==> src/rtl/av_il_pkg.sv <==
package av_il_pkg;
  typedef struct packed {
    logic takeAud;
    logic takeVid;
    logic raise;
    logic drop;
  } ilStrobes_t;
endpackage

==> src/rtl/av_il_ctrl.sv <==
module av_il_ctrl
  import av_il_pkg::*;
#(
  parameter int RATIO_W = 8
) (
  input  logic               clk,
  input  logic               rstN,
  input  logic               byteEn,
  input  logic               combinedEn,
  input  logic [RATIO_W-1:0] ratio,
  input  logic               audReq,
  input  logic               audValid,
  input  logic               vidReq,
  input  logic               vidValid,
  output ilStrobes_t         strb
);
  logic               phaseB;
  logic               loaded;
  logic [RATIO_W-1:0] slotCnt;
  logic [RATIO_W-1:0] ratioEff;
  logic               audSlot, audOk, vidOk, grantAud, grantVid, arbTick;

  assign ratioEff = (ratio == '0) ? RATIO_W'(1) : ratio;
  assign audSlot  = combinedEn && (slotCnt >= ratioEff);
  assign audOk    = combinedEn && audReq && audValid;
  assign vidOk    = vidReq && vidValid;
  assign grantAud = audOk && (audSlot || !vidOk);
  assign grantVid = vidOk && !grantAud;
  assign arbTick  = byteEn && !phaseB;

  always_comb begin
    strb.takeAud = arbTick && grantAud;
    strb.takeVid = arbTick && grantVid;
    strb.drop    = arbTick;
    strb.raise   = byteEn && phaseB && loaded;
  end

  always_ff @(posedge clk or negedge rstN) begin
    if (!rstN) begin
      phaseB  <= 1'b0;
      loaded  <= 1'b0;
      slotCnt <= '0;
    end else begin
      if (byteEn) phaseB <= !phaseB;
      if (arbTick) loaded <= grantAud || grantVid;
      if (!combinedEn) slotCnt <= '0;
      else if (arbTick) slotCnt <= audSlot ? '0 : slotCnt + 1'b1;
    end
  end
endmodule

==> src/rtl/av_il_datapath.sv <==
module av_il_datapath
  import av_il_pkg::*;
#(
  parameter int DATA_W = 8
) (
  input  logic              clk,
  input  logic              rstN,
  input  ilStrobes_t        strb,
  input  logic [DATA_W-1:0] audData,
  input  logic [DATA_W-1:0] vidData,
  output logic [DATA_W-1:0] outData,
  output logic              outSel,
  output logic              outStrobe
);
  always_ff @(posedge clk or negedge rstN) begin
    if (!rstN) begin
      outData   <= '0;
      outSel    <= 1'b0;
      outStrobe <= 1'b0;
    end else begin
      if (strb.takeAud) begin
        outData <= audData;
        outSel  <= 1'b1;
      end else if (strb.takeVid) begin
        outData <= vidData;
        outSel  <= 1'b0;
      end
      if (strb.drop) outStrobe <= 1'b0;
      else if (strb.raise) outStrobe <= 1'b1;
    end
  end
endmodule

==> src/rtl/av_byte_interleaver.sv <==
module av_byte_interleaver
  import av_il_pkg::*;
#(
  parameter int DATA_W  = 8,
  parameter int RATIO_W = 8
) (
  input  logic               clk,
  input  logic               rstN,
  input  logic               byteEn,
  input  logic               combinedEn,
  input  logic [RATIO_W-1:0] ratio,
  input  logic               audReq,
  input  logic               vidReq,
  input  logic [DATA_W-1:0]  audData,
  input  logic               audValid,
  output logic               audReady,
  input  logic [DATA_W-1:0]  vidData,
  input  logic               vidValid,
  output logic               vidReady,
  output logic [DATA_W-1:0]  outData,
  output logic               outSel,
  output logic               outStrobe
);
  ilStrobes_t strb;

  av_il_ctrl #(.RATIO_W(RATIO_W)) uCtrl (
    .clk(clk), .rstN(rstN), .byteEn(byteEn), .combinedEn(combinedEn),
    .ratio(ratio), .audReq(audReq), .audValid(audValid),
    .vidReq(vidReq), .vidValid(vidValid), .strb(strb)
  );

  av_il_datapath #(.DATA_W(DATA_W)) uData (
    .clk(clk), .rstN(rstN), .strb(strb), .audData(audData),
    .vidData(vidData), .outData(outData), .outSel(outSel),
    .outStrobe(outStrobe)
  );

  assign audReady = strb.takeAud;
  assign vidReady = strb.takeVid;
endmodule

==> config.mk <==
export PLATFORM = sky130hd
export DESIGN_NAME = av_byte_interleaver
export DESIGN_NICKNAME = d
export VERILOG_FILES = /design/src/rtl/av_il_pkg.sv /design/src/rtl/av_il_ctrl.sv /design/src/rtl/av_il_datapath.sv /design/src/rtl/av_byte_interleaver.sv
export SDC_FILE = /design/constraint.sdc
export NUM_CORES = 1
export LEC_CHECK = 0
export BUFFER_PORTS_ARGS = -buffer_cell sky130_fd_sc_hd__buf_4
export CAP_MARGIN = 0
export CORE_MARGIN = 2
export CORE_UTILIZATION = 50
export CTS_BUF_LIST = sky130_fd_sc_hd__clkbuf_8 sky130_fd_sc_hd__clkbuf_16
export CTS_CLUSTER_DIAMETER = 60
export DETAILED_ROUTE_END_ITERATION = 10
export PLACE_DENSITY = 0.79
export SETUP_SLACK_MARGIN = 0.1
export SLEW_MARGIN = 20
export SYNTH_ARGS = -nofsm -noshare
export SYNTH_HDL_FRONTEND = slang
export SYNTH_SLANG_ARGS = --single-unit
==> constraint.sdc <==
create_clock -name clk -period 2.4 [get_ports clk]
set_input_delay 0.12 -clock clk [delete_from_list [all_inputs] [get_ports clk]]
set_output_delay 0.12 -clock clk [all_outputs]
set_load 0.01 [all_outputs]
==> impl_metrics.ini <==
[detailed_routing]
first_pass_iters = 4
via_count = 1257
detail_route.wl_per_cell_um = 16.8
routed_wl_mm = 3.49
drc = 0
dr.first_iter.drc_count = 54
ant_nets = 0
vias_per_cell = 6.04

[yosys]
synth_nets = 167
yosysWarnings = 0
synth_edf_count = 0
synthCells = 126
postSynthAreaPerCell_um2 = 10.5
ys_seq_area_frac = 0.380
synthFlopType = dfrtp_1
syn_area_um2 = 1320
ys_ff_latch = 20
synth.distinct_cells = 34
ys_async_sr_fraction = 1.00

[die]
rows = 18
fp.dieW_um = 55.3
dieArea_um2 = 3060
start_util = 0.532
core_um2 = 2480
die_height_um = 55.3
io_pins = 44

[status]
outcome = completed

[clock_network]
cts_buffers = 3
clk_root_buffer_cell = clkbuf_8
clockBufferDepth = 2
clkTransAtPathRegs_ns = 0.07
cts_tree = done
numClockSinks = 20
htreeDepth = 1
clk_latency_ns = 0.26

[cells_and_area]
fin_cells = 208
diodes = 0
drive_gt1_frac = 0.427
final_common_cell = buf_4
fin_nets = 220
syn2layout_area_growth_pct = 37.6
mostFrequentLayoutCells = buf_4 (48), dfrtp_1 (18), nand2_1 (12)
n_fill_cell = 186

[timing]
worst_pin_slew_ns = 0.790
finalCritPeriodShare = 0.934
drv_slew = 0
fin_tns_setup_ns = 0
fmax_ghz = 0.446
fin_ws_ns = 0.157
rsz0062_at_grt = yes
min_period_ns = 2.24
clock_skew_ns = 0.0104
finalHoldViolCount = 0
setup_viol = 0
maxSlewHeadroom = 0.473

[global_routing]
first_global_vias = 1303
grt_max_degree = 21
antenna_found_initial = 0
grt_pass1_wl_mm = 5.87
grt_usage = 0.238
grt-ovfl-total = 0

[placement]
routabilityCongestion = 0.889
port_buffers = 43
dp_cells = 201
dp_slack_ns = 0.120
hpwl_mm = 2.64

[setup_path]
reg2reg_from = uCtrl.slotCnt[1]
rr_endpoint = uCtrl.slotCnt[7]
r2r_setup_slack_ns = 0.16
cp.arrival_ns = 2.40
endpoint_kind = register
cp_max_fo = 8
cp-startpoint = uCtrl.slotCnt[1]
start_kind = register
crit_path_end = uCtrl.slotCnt[7]
ff2ff_path_depth = 7
cp_data_required_time_ns = 2.55
critPathKind = reg2reg

[pwr]
p_leak_nw = 0.874
vdd_drop_max_v = 0.000580
powerDensity_nw_per_um2 = 788

[run]
cap_violations = 0

[min_path]
min_path_cells = 2
hold_path.class = in2reg
## what timing repair did
action | CTS | global route
setup endpoints to repair | 1 | 9
buffers inserted | 1 | 1
resized for setup | 0 | 6
endpoints found under the hold margin | 20 | 0
hold buffers | 1 | 0
## cell type report
class	count	area, um^2	area share
clock buffers	3	41.3	0.0228
flip-flops and latches	20	503	0.277
repair buffers	50	382	0.210
well taps	30	37.5	0.0207
inverters	10	37.5	0.0207
multi-input cells	94	782	0.431
clock inverters	1	30.0	0.0166
## per-layer routing
layer	share of wire	routed length [um]	GRT usage	vias to the layer above
li1	-	-	-	595
met1	0.41	1440	0.273	623
met2	0.55	1900	0.451	35
met3	0.034	119	0.0304	4
met4	0.0069	24	0.0767	0
met5	0	0	0	-
## report_power, final
group	total, W	switching, W	internal [W]
logic	0.000554	0.000232	0.000322
registers	0.000529	0.0000802	0.000449
clock network	0.000344	0.000122	0.000223
## worst max-delay path, cell delays in order (launching register included)
cell and delay, ns:
dfrtp_2 0.45, ha_1 0.24, or4_1 0.52, a21oi_1 0.17
nand4b_4 0.18, buf_6 0.16, nand3_4 0.14, o311ai_2 0.30
## registers in the layout, indices dropped and copies added (netlist names)
signal and flops:
uCtrl.slotCnt 8, uData.outData 8, uCtrl.loaded 1, uCtrl.phaseB 1, uData.outSel 1, uData.outStrobe 1
## how the worst min path moves through the flow
stage	start	end	slack, ns
finish	byteEn	uCtrl.phaseB	0.06
global route	byteEn	uCtrl.phaseB	0.07
CTS	byteEn	uCtrl.phaseB	0.06
detailed placement	rstN	uCtrl.slotCnt[7]	0.01
global placement	rstN	uCtrl.slotCnt[7]	0.01
floorplan	rstN	uCtrl.loaded	-0.18
## Yosys cell counts, drive strengths merged, types with 2 or more instances
cell type / count / share of area
o22a: 8 / 0.053
dfrtp: 20 / 0.38
o21ai: 4 / 0.018
nand2: 12 / 0.034
ha: 9 / 0.085
and3: 3 / 0.014
nand4: 6 / 0.028
nor3: 2 / 0.0076
o221a: 8 / 0.068
inv: 10 / 0.028
nand2b: 3 / 0.014
and2: 3 / 0.016
nor2: 3 / 0.0085
a21oi: 5 / 0.019
o311ai: 5 / 0.062
nand3: 10 / 0.057
## kinds of logic (layout without fill, tap and decap cells)
logic type,count (synthesis),in the layout,share of synthesized area
simple gates,47,47,0.219
compound gates,37,37,0.269
flops,20,20,0.380
buf+inv,12,64,0.0399
fa+ha+maj,9,9,0.0855
xor+xnor,1,1,0.00665
## through the flow
stage / hold slack, ns / cell area, um^2 / util / power [W]
2_1_floorplan: -0.176 / 1320 / - / 0.000823
3_3_place_gp: 0.00966 / 1690 / 0.683 / 0.00105
3_5_place_dp: 0.0131 / 1690 / 0.683 / 0.00108
4_1_cts: 0.0593 / 1780 / 0.719 / 0.00142
5_1_grt: 0.0672 / 1810 / 0.732 / 0.00151
6_report: 0.0623 / 1810 / 0.732 / 0.00143
No activity file was read; power rests on OpenSTA's default activity.
